==> config.mk <==
export PLATFORM = sky130hd
export DESIGN_NAME = xcvr_mode_ctrl
export DESIGN_NICKNAME = d
export VERILOG_FILES = /design/src/rtl/xcvr_pkg.sv /design/src/rtl/xcvr_route_sel.sv /design/src/rtl/xcvr_col_det.sv /design/src/rtl/xcvr_sqe_timer.sv /design/src/rtl/xcvr_mode_ctrl.sv
export SDC_FILE = /design/constraint.sdc
export NUM_CORES = 1
export LEC_CHECK = 0
export BUFFER_PORTS_ARGS = -buffer_cell sky130_fd_sc_hd__buf_2
export CORE_AREA = 8 8 45 47
export DETAILED_ROUTE_END_ITERATION = 8
export DIE_AREA = 0 0 53 55
export SLEW_MARGIN = 10
export SYNTH_ARGS = -nofsm -noshare
export SYNTH_HDL_FRONTEND = slang
export SYNTH_SLANG_ARGS = --single-unit
==> constraint.sdc <==
create_clock -name clk -period 2.4 [get_ports clk]
set_input_delay 0.48 -clock clk [delete_from_list [all_inputs] [get_ports clk]]
set_output_delay 0.48 -clock clk [all_outputs]
set_load 0.1 [all_outputs]
==> src/rtl/xcvr_pkg.sv <==
package xcvr_pkg;
   // Source selected for the receive-side outputs
   typedef enum logic [1:0] {
      ROUTE_LINE = 2'd0,
      ROUTE_LOOP = 2'd1,
      ROUTE_MUTE = 2'd2
   } route_e;
endpackage

==> src/rtl/xcvr_route_sel.sv <==
module xcvr_route_sel
   import xcvr_pkg::*;
(
   input  logic   loop_n,
   input  logic   fdx_n,
   input  logic   jabber,
   input  logic   tx_en,
   input  logic   link_ok,
   output route_e route
);
   always_comb begin
      if (jabber)
         route = loop_n ? ROUTE_LINE : ROUTE_MUTE;
      else if (!loop_n)
         route = tx_en ? ROUTE_LOOP : ROUTE_MUTE;
      else if (!fdx_n)
         route = ROUTE_LINE;
      else
         route = (tx_en && link_ok) ? ROUTE_LOOP : ROUTE_LINE;
   end
endmodule

==> src/rtl/xcvr_col_det.sv <==
module xcvr_col_det (
   input  logic loop_n,
   input  logic fdx_n,
   input  logic jabber,
   input  logic tx_en,
   input  logic line_act,
   output logic col_now
);
   // Only half-duplex normal operation can report a true collision
   logic half_normal;
   assign half_normal = loop_n && fdx_n && !jabber;
   assign col_now     = half_normal && tx_en && line_act;
endmodule

==> src/rtl/xcvr_sqe_timer.sv <==
module xcvr_sqe_timer #(
   parameter int SQE_DLY = 2,
   parameter int SQE_WIN = 4
) (
   input  logic clk,
   input  logic rst_n,
   input  logic tx_en,
   input  logic test_en,
   input  logic kill,
   output logic sqe_on
);
   localparam int TOTAL = SQE_DLY + SQE_WIN;
   localparam int CNT_W = (TOTAL < 2) ? 1 : $clog2(TOTAL + 1);
   localparam logic [CNT_W-1:0] LOAD_V = CNT_W'(TOTAL);
   localparam logic [CNT_W-1:0] WIN_V  = CNT_W'(SQE_WIN);

   logic             tx_q;
   logic [CNT_W-1:0] cnt_q;
   logic             frame_end;

   assign frame_end = tx_q && !tx_en;

   always_ff @(posedge clk) begin
      if (!rst_n) begin
         tx_q  <= 1'b0;
         cnt_q <= '0;
      end else begin
         tx_q <= tx_en;
         if (kill)
            cnt_q <= '0;
         else if (frame_end && test_en)
            cnt_q <= LOAD_V;
         else if (cnt_q != '0)
            cnt_q <= cnt_q - 1'b1;
      end
   end

   assign sqe_on = (cnt_q != '0) && (cnt_q <= WIN_V);
endmodule

==> src/rtl/xcvr_mode_ctrl.sv <==
module xcvr_mode_ctrl
   import xcvr_pkg::*;
#(
   parameter int DATA_W  = 1,
   parameter int SQE_DLY = 2,
   parameter int SQE_WIN = 4
) (
   input  logic              clk,
   input  logic              rst_n,
   input  logic              tx_en,
   input  logic [DATA_W-1:0] tx_data,
   input  logic              line_act,
   input  logic [DATA_W-1:0] line_data,
   input  logic              link_ok,
   input  logic              loop_n,
   input  logic              sqe_en_n,
   input  logic              fdx_n,
   input  logic              jabber,
   output logic              rx_en,
   output logic [DATA_W-1:0] rx_data,
   output logic              col_out,
   output logic              jab_out
);
   generate
      if (DATA_W < 1) begin : g_bad_width
         $error("DATA_W must be at least 1");
      end
      if (SQE_DLY < 0 || SQE_WIN < 0 || SQE_DLY + SQE_WIN > 65535) begin : g_bad_sqe
         $error("SQE timing parameters out of range");
      end
   endgenerate

   route_e route;
   logic   col_now;
   logic   sqe_on;

   xcvr_route_sel u_route (
      .loop_n (loop_n),
      .fdx_n  (fdx_n),
      .jabber (jabber),
      .tx_en  (tx_en),
      .link_ok(link_ok),
      .route  (route)
   );

   xcvr_col_det u_col (
      .loop_n  (loop_n),
      .fdx_n   (fdx_n),
      .jabber  (jabber),
      .tx_en   (tx_en),
      .line_act(line_act),
      .col_now (col_now)
   );

   generate
      if (SQE_WIN > 0) begin : g_sqe
         xcvr_sqe_timer #(.SQE_DLY(SQE_DLY), .SQE_WIN(SQE_WIN)) u_sqe (
            .clk    (clk),
            .rst_n  (rst_n),
            .tx_en  (tx_en),
            .test_en(!sqe_en_n),
            .kill   (jabber),
            .sqe_on (sqe_on)
         );
      end else begin : g_no_sqe
         assign sqe_on = 1'b0;
      end
   endgenerate

   always_ff @(posedge clk) begin
      if (!rst_n) begin
         rx_en   <= 1'b0;
         rx_data <= '0;
         col_out <= 1'b0;
         jab_out <= 1'b0;
      end else begin
         unique case (route)
            ROUTE_LOOP: begin
               rx_en   <= tx_en;
               rx_data <= tx_data;
            end
            ROUTE_MUTE: begin
               rx_en   <= 1'b0;
               rx_data <= '0;
            end
            default: begin
               rx_en   <= line_act;
               rx_data <= line_data;
            end
         endcase
         col_out <= jabber || col_now || sqe_on;
         jab_out <= jabber;
      end
   end
endmodule

Word-level counts from Yosys, hierarchy flattened. Index checks and enable logic that the tools add are counted.

Bits in registers: 8. Latch bits: 0. Memory bits (writable): 0. ROM bits: 0. Input bits: 11. Output and inout bits: 4. Logic and storage cells: 39. Memories: 0.

$add $sub $neg: 1. $mul: 0. Divide/modulo/power cells: 0. Magnitude comparators: 1. Eq/ne operators: 2. Shift operators: 0. Muxes and demuxes: 10. Bitwise operators: 1. Reductions and logical operators: 17.

Operators by type and width (number): $mux W2 (5); $logic_and A1 B1 Y1 (8); $mux W3 (2); $pmux W1 S2 (2); $le A3 B3 Y1 const B (1); $logic_not A1 Y1 (3); $reduce_bool A3 Y1 (1); $reduce_or A3 Y1 (1); $sub A3 B1 Y3 const B (1); $eq A2 B1 Y1 const B (1); $eq A2 B2 Y1 const B (1); $logic_or A1 B1 Y1 (2); $reduce_bool A2 Y1 (1); $reduce_or A2 Y1 (1); $mux W1 (1); $not A1 Y1 (1).

Logic depth before layout (Yosys ltp). Gate-level depths: netlist of the first run.

Depth in word-level cells: 7. Gate-level depth with buffers: 5. Depth with buffers taken out: 5.

By module. From an unflattened synthesis of the first run, not the netlist that was laid out.

Cell total of the unflattened synthesis: 40. Area, all modules: 392.9 um^2.

Modules (own cells, without submodules): xcvr_sqe_timer (times used 1, cells an instance 19, area each 191.4 um^2); xcvr_mode_ctrl (times used 1, cells an instance 15, area each 151.4 um^2); xcvr_route_sel (times used 1, cells an instance 4, area each 40.0 um^2); xcvr_col_det (times used 1, cells an instance 2, area each 10.0 um^2).

Least setup slack after synthesis of the first run. OpenSTA, ideal clock, no wires.

Path kind: register -> output. From: register col_out. To: output col_out. Arrival: 0.909 ns. Slack: 1.011 ns. Stages on the path, launching flop included: 1. Path through: dfxtp_1.

RTL lines: from (decl) (RTL line xcvr_mode_ctrl.sv:21) `output logic col_out,`; from (signal assigned) (RTL line xcvr_mode_ctrl.sv:91) `col_out <= jabber || col_now || sqe_on;`.

No word-level cell between the ends.

Final worst setup path of the first run.
From: register g_sqe.u_sqe.cnt_q[0]. To: register g_sqe.u_sqe.cnt_q[1].

Cells in the longest elaborated chain, start to end: 3. Elaborated cells on any way between the ends: 5. Classes of those cells: 1 x add/sub; 2 x mux; 2 x reduce/logical.

RTL lines: from (decl) (RTL line xcvr_sqe_timer.sv:18) `logic [CNT_W-1:0] cnt_q;`; from (signal assigned) (RTL line xcvr_sqe_timer.sv:34) `cnt_q <= cnt_q - 1'b1;`; $sub A3 B1 Y3 (RTL line xcvr_sqe_timer.sv:34); $mux W3 (RTL line xcvr_sqe_timer.sv:33) `else if (cnt_q != '0)`; $mux W3 (RTL line xcvr_sqe_timer.sv:31) `else if (frame_end && test_en)`.

Several ways; a longest one is shown, not always the timed one. The select of a mux whose other input is x is not followed. A chain may end at the register's enable or synchronous reset.

==> results of run 1 <==
## cells by family (layout without fill, tap and decap cells)
group,count (synthesis),in the layout,share of synthesized area
DFF,8,8,0.435
and+or+nand+nor,16,16,0.272
muxes,1,1,0.0272
xor gates and xnor gates,1,1,0.0238
buffers and inverters,2,19,0.0204
adders and majority gates,3,3,0.102
AOI/OAI and AO/OA,7,7,0.119
## critical path: cells and delay by family (launching register included)
kind,cells,cell delay (ns)
adders and majority gates,1,0.22
and+or+nand+nor,2,0.63
buffers and inverters,1,0.04
AOI/OAI and AO/OA,1,0.16
DFF,1,0.36
## state kept, by name, indices dropped and copies added (netlist names)
register	count
rx_data	1
jab_out	1
col_out	1
rx_en	1
g_sqe.u_sqe.tx_q	1
g_sqe.u_sqe.cnt_q	3
## worst max path at each step
stage                               from                    to  slack [ns]  depth (start not counted)
floorplan                        col_out               col_out        1.01                          0
global placement                  jabber               rx_data        0.84                          6
detailed placement                jabber               rx_data        0.80                          6
CTS                 g_sqe.u_sqe.cnt_q[0]  g_sqe.u_sqe.cnt_q[1]        0.91                          5
global route        g_sqe.u_sqe.cnt_q[0]  g_sqe.u_sqe.cnt_q[1]        0.81                          5
finish              g_sqe.u_sqe.cnt_q[0]  g_sqe.u_sqe.cnt_q[1]        0.92                          5
## cell type report
type	count	area (um^2)
Clock buffer	3	22.5
Inverter	2	7.51
Tap cell	16	20.0
Sequential cell	8	160
Timing Repair Buffer	14	70.1
Multi-Input combinational cell	28	200
Fill cell	160	903
## through the flow
stage	setup slack [ns]	power, mW	util	hold WS (ns)
finish	0.924	0.305	0.347	0.471
global route	0.813	0.324	0.347	0.490
CTS	0.911	0.312	0.347	0.463
detailed placement	0.805	0.210	0.331	0.494
global placement	0.835	0.209	0.331	0.492
floorplan	1.01	0.191	-	0.473
## cells in the mapped netlist (all sizes together)
master	instances
dfxtp	8
a21boi	3
ha	3
nand2	3
nand2b	3
a21oi	2
and2	2
inv	2
nand3b	2
a31oi	1
mux2i	1
nand4	1
nor2	1
nor3b	1
o21ai	1
or2	1
or3b	1
or4b	1
xor2	1
## report_power, final
| group | internal (mW) | total, mW | switching [mW] |
|---|---|---|---|
| clock | 0.0570 | 0.0989 | 0.0420 |
| combinational | 0.0188 | 0.0654 | 0.0467 |
| sequential | 0.139 | 0.141 | 0.00172 |
| total | 0.215 | 0.305 | 0.0903 |
## routing by layer
| metal | up-vias | global-route usage | share of wire |
|---|---|---|---|
| met5 | - | 0 | 0 |
| met1 | 143 | 0.0596 | 0.43 |
| met4 | 0 | 0.0388 | 0.025 |
| li1 | 166 | - | - |
| met2 | 13 | 0.0938 | 0.47 |
| met3 | 2 | 0.0348 | 0.077 |
==> qor.csv, run 1 <==
metric;value;unit
setup_viol;0;
synth_area;368;um^2
dpl_cell_area;458;um^2
rsz0062_at_grt;no;
r2r_setup_slack;0.92;ns
antenna_cells;0;
grt_overflow;0;
rr_startpoint;g_sqe.u_sqe.cnt_q[0];
max_freq;677;MHz
min_from;jabber;
grt_max_degree;7;
finalNonFillerCells;71;
synth.distinct_cells;19;
syn_inst;38;
routed_wl;764;um
r2r-end;g_sqe.u_sqe.cnt_q[1];
cellPowerDensity;635;nW/um^2
synth_top_area_frac;0.435;
final_area;480;um^2
area.growth.synth_to_final;30.6;%
finalSetupTns;0;ns
dp.cells;68;
first_global_vias;305;
cp.required;2.58;ns
avgRoutedWirePerCell;10.8;um
io_buffers;14;
numCtsBuffers;3;
p_leak;0.223;nW
crit_slowest_cell;or4b_1;
cts.path.max_buffers;2;
skew;0.00225;ns
drt-pass1-iter-count;4;
endpoint_kind;flop;
cp-start-kind;flop;
fp.dieH;55;um
drv_slew;0;
final_cell_mix;buf_2 (14), dfxtp_1 (8);
drive_above_1_share;0.345;
cp_cell_sequence;or2_2, inv_1, ha_1, or4b_1, a31oi_1;
status;complete, no violations;
cts_setup_buffers;0;
clk_pin_slew_worst_paths;0.05;ns
hp-class;in2reg;
cts_tree;built;
final_nets;71;
holdPathStages;2;
avgSynthCellArea;9.68;um^2
root_buffer;clkbuf_4;
num_rows;14;
die_x;53;um
hold_end;jab_out;
track_usage;0.0597;
cap_violations;0;
ctsHoldBuffers;0;
yosysWarnings;0;
ios;15;
critPathKind;reg2reg;
drt_iter0_drc;5;
finalCritPeriodShare;0.615;
viasPerCell;4.56;
place_hpwl;636;um
slowest_delay;0.49;ns
drc_errors;0;
ff2ff_path_depth;5;
gp_congestion;0.642;
relSlewSlack;0.674;
dieArea;2920;um^2
cts_resized;0;
detail-route-antenna-nets;0;
synth.net_count;52;
worstSkewPairLatency;0.25;ns
ys_seq_area_frac;0.435;
worst_pin_slew;0.493;ns
initial_utilization;0.266;
clock_sinks;8;
hold_violations;0;
synth.area.top_cells;dfxtp_1 (44%), ha_1 (10%), a21boi_0 (6.1%);
h-tree-depth;1;
period_needed;1.48;ns
vias;324;
worstPathMaxFanout;4;
grt_pass1_wl;1.22;mm
ir_drop;0.301;mV
synth.largest_area_cell;dfxtp_1;
antenna_found_initial;0;
critical_path_arrival;1.65;ns
mostFrequentLayoutCell;buf_2;
coreArea;1380;um^2
synth_seq_cells;8;
Note: power is estimated with default switching activity, not from simulation.
==> inputs of run 2 (changes only) <==
==> constraint.sdc (replaced) <==
create_clock -name clk -period 1.4 [get_ports clk]
set_input_delay 0.28 -clock clk [delete_from_list [all_inputs] [get_ports clk]]
set_output_delay 0.28 -clock clk [all_outputs]
set_load 0.1 [all_outputs]
==> qor.csv, run 2 (same netlist as run 1, synthesis figures left out) <==
metric;value;unit;change
status;complete, no violations;;unchanged
coreArea;1380;um^2;unchanged
r2r-end;g_sqe.u_sqe.cnt_q[1];;unchanged
ios;15;;unchanged
viasPerCell;4.49;;was 4.56
rr_startpoint;g_sqe.u_sqe.cnt_q[1];;was g_sqe.u_sqe.cnt_q[0]
avgRoutedWirePerCell;11.0;um;was 10.8 um
p_leak;0.236;nW;was 0.223 nW
clk_pin_slew_worst_paths;0.05;ns;about the same
drt_iter0_drc;3;;was 5
relSlewSlack;0.676;;was 0.674
worst_pin_slew;0.490;ns;was 0.493 ns
period_needed;1.30;ns;was 1.48 ns
final_nets;74;;was 71
ir_drop;0.272;mV;was 0.301 mV
setup_viol;0;;unchanged
antenna_found_initial;0;;unchanged
drc_errors;0;;unchanged
dpl_cell_area;480;um^2;was 458 um^2
hold_violations;0;;unchanged
grt_overflow;0;;unchanged
min_from;tx_en;;was jabber
track_usage;0.0662;;was 0.0597
holdPathStages;2;;unchanged
drive_above_1_share;0.414;;was 0.345
worstSkewPairLatency;0.24;ns;was 0.25 ns
finalCritPeriodShare;0.931;;was 0.615
cap_violations;0;;unchanged
clkPwrFrac;0.315;;was 0.324
fp.dieH;55;um;unchanged
drt-pass1-iter-count;3;;was 4
finalSetupTns;0;ns;unchanged
area.growth.synth_to_final;38.4;%;was 30.6%
io_buffers;14;;unchanged
netSwitchingFraction;0.290;;was 0.296
endpoint_kind;flop;;unchanged
cp_cell_sequence;or2_4, inv_1, ha_2, or4b_1, a31oi_1;;was or2_2, inv_1, ha_1, or4b_1, a31oi_1
ff2ff_path_depth;5;;unchanged
skew;0.000282;ns;was 0.00225 ns
grt_max_degree;7;;unchanged
initial_utilization;0.266;;unchanged
largest_reg_flops;3;;unchanged
vias;332;;was 324
max_freq;767;MHz;was 677 MHz
h-tree-depth;1;;unchanged
critPathKind;reg2reg;;unchanged
switching_power;0.152;mW;was 0.0903 mW
worstSetupStartpoint;g_sqe.u_sqe.cnt_q[1];;was g_sqe.u_sqe.cnt_q[0]
rsz0062_at_grt;no;;unchanged
worstPathMaxFanout;3;;was 4
hp-class;in2reg;;unchanged
drv_slew;0;;unchanged
grt_pass1_wl;1.38;mm;was 1.22 mm
path_buf_inv;1;;unchanged
first_global_vias;346;;was 305
antenna_cells;0;;unchanged
crit_slowest_cell;or4b_1;;unchanged
die_x;53;um;unchanged
place_hpwl;701;um;was 636 um
p_comb_frac;0.226;;was 0.214
r2r_setup_slack;0.1;ns;was 0.92 ns
whs;0.309;ns;was 0.471 ns
critical_path_arrival;1.47;ns;was 1.65 ns
cp.required;1.57;ns;was 2.58 ns
cp-start-kind;flop;;unchanged
hold_end;g_sqe.u_sqe.tx_q;;was jab_out
numCtsBuffers;3;;unchanged
final_cell_mix;buf_2 (14), dfxtp_1 (7);;was buf_2 (14), dfxtp_1 (8)
gp_congestion;0.649;;was 0.642
cts.path.max_buffers;2;;unchanged
clock_sinks;8;;unchanged
routed_wl;811;um;was 764 um
root_buffer;clkbuf_4;;unchanged
slowest_delay;0.46;ns;was 0.49 ns
p_int;0.373;mW;was 0.215 mW
mostFrequentLayoutCell;buf_2;;unchanged
regMostFlops;g_sqe.u_sqe.cnt_q;;unchanged
dieArea;2920;um^2;unchanged
final_area;509;um^2;was 480 um^2
detail-route-antenna-nets;0;;unchanged
p_seq_frac;0.460;;was 0.461
cts_tree;built;;unchanged
cellPowerDensity;1030;nW/um^2;was 635 nW/um^2
num_rows;14;;unchanged
crit_family;simple AND/OR/NAND/NOR gates;;unchanged
run 2: changes by cell type in the layout (fill, tap and decap cells not counted), sizes merged:
cell,delta
buf,+3
run 2: area by class of cell:
cell class,count,area [um^2]
Clock buffer,3,22.5
Fill cell,156,875
Inverter,2,7.51
Multi-Input combinational cell,28,205
Sequential cell,8,161
Tap cell,16,20.0
Timing Repair Buffer,17,92.6
run 2: metrics by stage:
stage / utilization / instances / total power, mW / setup slack [ns]
6_report: 0.368 / 74 / 0.525 / 0.0961
4_1_cts: 0.363 / 74 / 0.537 / 0.0185
3_3_place_gp: 0.347 / 71 / 0.362 / 0.0392
3_5_place_dp: 0.347 / 71 / 0.365 / -0.0422
2_1_floorplan: - / 38 / 0.328 / 0.0170
5_1_grt: 0.368 / 74 / 0.558 / 0.0170
run 2: worst max path at each step:
stage | end | cells past startpoint | slack, ns
2_1_floorplan | g_sqe.u_sqe.cnt_q[1] | 5 | 0.02
3_3_place_gp | g_sqe.u_sqe.cnt_q[1] | 5 | 0.04
3_5_place_dp | rx_data | 6 | -0.04
4_1_cts | g_sqe.u_sqe.cnt_q[1] | 5 | 0.02
5_1_grt | g_sqe.u_sqe.cnt_q[2] | 6 | 0.02
6_report | g_sqe.u_sqe.cnt_q[1] | 5 | 0.1
run 2: routing by layer:
metal,vias to the layer above,track usage,share of wire
li1,173,-,-
met2,7,0.107,0.53
met3,0,0.0267,0.041
met1,152,0.0672,0.43
met4,0,0.0517,0
met5,-,0,0
run 2: power groups by stage:
stage / Sequential (mW) / Combinational, mW / Clock (mW)
finish: 0.241 / 0.118 / 0.165
detailed placement: 0.246 / 0.119 / 0
CTS: 0.241 / 0.119 / 0.176
global route: 0.243 / 0.127 / 0.188
floorplan: 0.300 / 0.0279 / 0
global placement: 0.245 / 0.117 / 0
run 2: worst reg2reg max path, cell delays in order, from the launching register on:
cell,delay [ns]
dfxtp_2,0.33
or2_4,0.11
inv_1,0.04
ha_2,0.16
or4b_1,0.46
a31oi_1,0.13
run 2: timing repair:
item | 4_1_cts | 5_1_grt
resized for setup | 0 | 3
setup endpoints to repair | 0 | 2
hold buffers | 0 | 0
buffers inserted | 0 | 0
==> inputs of run 3 (changes only) <==
==> constraint.sdc (replaced) <==
create_clock -name clk -period 1.56 [get_ports clk]
set_input_delay 0.312 -clock clk [delete_from_list [all_inputs] [get_ports clk]]
set_output_delay 0.312 -clock clk [all_outputs]
set_load 0.1 [all_outputs]
==> qor.csv, run 3 (same netlist as run 1, synthesis figures left out) <==
metric;value;unit;change
area.growth.synth_to_final;31.0;%;was 38.4%
hold_violations;0;;unchanged
final_nets;71;;was 74
grt_overflow;0;;unchanged
p_leak;0.224;nW;was 0.236 nW
ir_drop;0.293;mV;was 0.272 mV
num_rows;14;;unchanged
r2r-end;g_sqe.u_sqe.cnt_q[1];;unchanged
status;complete, no violations;;unchanged
drt_iter0_drc;6;;was 3
largest_reg_flops;3;;unchanged
cts.path.max_buffers;2;;unchanged
drt-pass1-iter-count;4;;was 3
worstPathMaxFanout;4;;was 3
mostFrequentLayoutCell;buf_2;;unchanged
period_needed;1.42;ns;was 1.30 ns
detail-route-antenna-nets;0;;unchanged
initial_utilization;0.266;;unchanged
root_buffer;clkbuf_4;;unchanged
worstSetupStartpoint;g_sqe.u_sqe.cnt_q[0];;was g_sqe.u_sqe.cnt_q[1]
cp-start-kind;flop;;unchanged
routed_wl;777;um;was 811 um
clk_pin_slew_worst_paths;0.05;ns;about the same
antenna_cells;0;;unchanged
critical_path_arrival;1.60;ns;was 1.47 ns
endpoint_kind;flop;;unchanged
fin_util;0.348;;was 0.368
worst_pin_slew;0.488;ns;was 0.490 ns
drc_errors;0;;unchanged
r2r_setup_slack;0.14;ns;was 0.1 ns
avgRoutedWirePerCell;10.9;um;was 11.0 um
critPathKind;reg2reg;;unchanged
fillerInstances;154;;was 156
endpoint;g_sqe.u_sqe.cnt_q[1];;unchanged
drv_slew;0;;unchanged
finalSetupTns;0;ns;unchanged
io_buffers;14;;unchanged
place_hpwl;662;um;was 701 um
gp_congestion;0.646;;was 0.649
die_x;53;um;unchanged
viasPerCell;4.65;;was 4.49
clock_sinks;8;;unchanged
antenna_found_initial;0;;unchanged
grt_pass1_wl;1.30;mm;was 1.38 mm
rsz0062_at_grt;no;;unchanged
dieArea;2920;um^2;unchanged
worstSkewPairLatency;0.25;ns;was 0.24 ns
setup_viol;0;;unchanged
regMostFlops;g_sqe.u_sqe.cnt_q;;unchanged
numCtsBuffers;3;;unchanged
max_freq;702;MHz;was 767 MHz
skew;0.00497;ns;was 0.000282 ns
ff2ff_path_depth;5;;unchanged
h-tree-depth;1;;unchanged
ctsHoldBuffers;0;;unchanged
power.total;0.471;mW;was 0.525 mW
first_global_vias;342;;was 346
grt_max_degree;7;;unchanged
drive_above_1_share;0.364;;was 0.414
vias;330;;was 332
cts_tree;built;;unchanged
cap_violations;0;;unchanged
cellPowerDensity;977;nW/um^2;was 1030 nW/um^2
finalCritPeriodShare;0.913;;was 0.931
track_usage;0.0591;;was 0.0662
hp-class;in2reg;;unchanged
final_cell_mix;buf_2 (14), dfxtp_1 (7);;unchanged
fp.dieH;55;um;unchanged
coreArea;1380;um^2;unchanged
cts_setup_buffers;0;;unchanged
relSlewSlack;0.677;;was 0.676
ios;15;;unchanged
rr_startpoint;g_sqe.u_sqe.cnt_q[0];;was g_sqe.u_sqe.cnt_q[1]
cp.required;1.74;ns;was 1.57 ns
## run 3: per-stage QoR
step	hold slack (ns)	instance area, um^2	setup slack, ns	cells
final	0.312	482	0.136	71
after global routing	0.312	482	0.0461	71
after CTS	0.311	480	0.0942	71
after detailed placement	0.500	458	0.105	68
after global placement	0.494	458	0.151	68
after floorplan	0.434	368	0.177	38
## run 3: report_power, final
| group | internal [mW] | leakage (nW) | total, mW | switching [mW] |
|---|---|---|---|---|
| Sequential | 0.214 | 0.0663 | 0.217 | 0.00255 |
| Combinational | 0.0289 | 0.144 | 0.101 | 0.0721 |
| Clock | 0.0877 | 0.0138 | 0.153 | 0.0654 |
## run 3: per-layer routing
metal  part of all wire  wire length [um]  global-route usage
met1               0.45               353              0.0687
met2               0.48               374              0.0957
met3              0.063                49              0.0294
met4                  0                 0              0.0129
met5                  0                 0                   0
## run 3: repair_timing
item	4_1_cts	5_1_grt
hold endpoints to repair	0	0
setup endpoints to repair	0	1
gates resized for setup	0	1
## run 3: worst min-delay path by stage
| stage | to | slack, ns | startpoint | cells past startpoint |
|---|---|---|---|---|
| floorplan | g_sqe.u_sqe.tx_q | 0.43 | tx_en | 1 |
| global placement | g_sqe.u_sqe.cnt_q[1] | 0.49 | g_sqe.u_sqe.cnt_q[1] | 2 |
| detailed placement | g_sqe.u_sqe.cnt_q[1] | 0.50 | g_sqe.u_sqe.cnt_q[1] | 2 |
| CTS | rx_data | 0.31 | line_data | 3 |
| global route | rx_data | 0.31 | line_data | 3 |
| finish | rx_data | 0.31 | line_data | 3 |
## run 3: area by class of cell
type                       count  area (um^2)  share of cell area
sequential                     8          161               0.335
multi-input combinational     28          200               0.416
inverter                       2         7.51              0.0156
clock buffer                   3         22.5              0.0468
tap                           16         20.0              0.0416
timing repair buffer          14         70.1               0.145
## run 3: worst max-delay path, stage by stage, from the launching register on
cell	delay [ns]
dfxtp_2	0.35
or2_2	0.12
inv_1	0.04
ha_1	0.22
or4b_1	0.47
a31oi_1	0.16
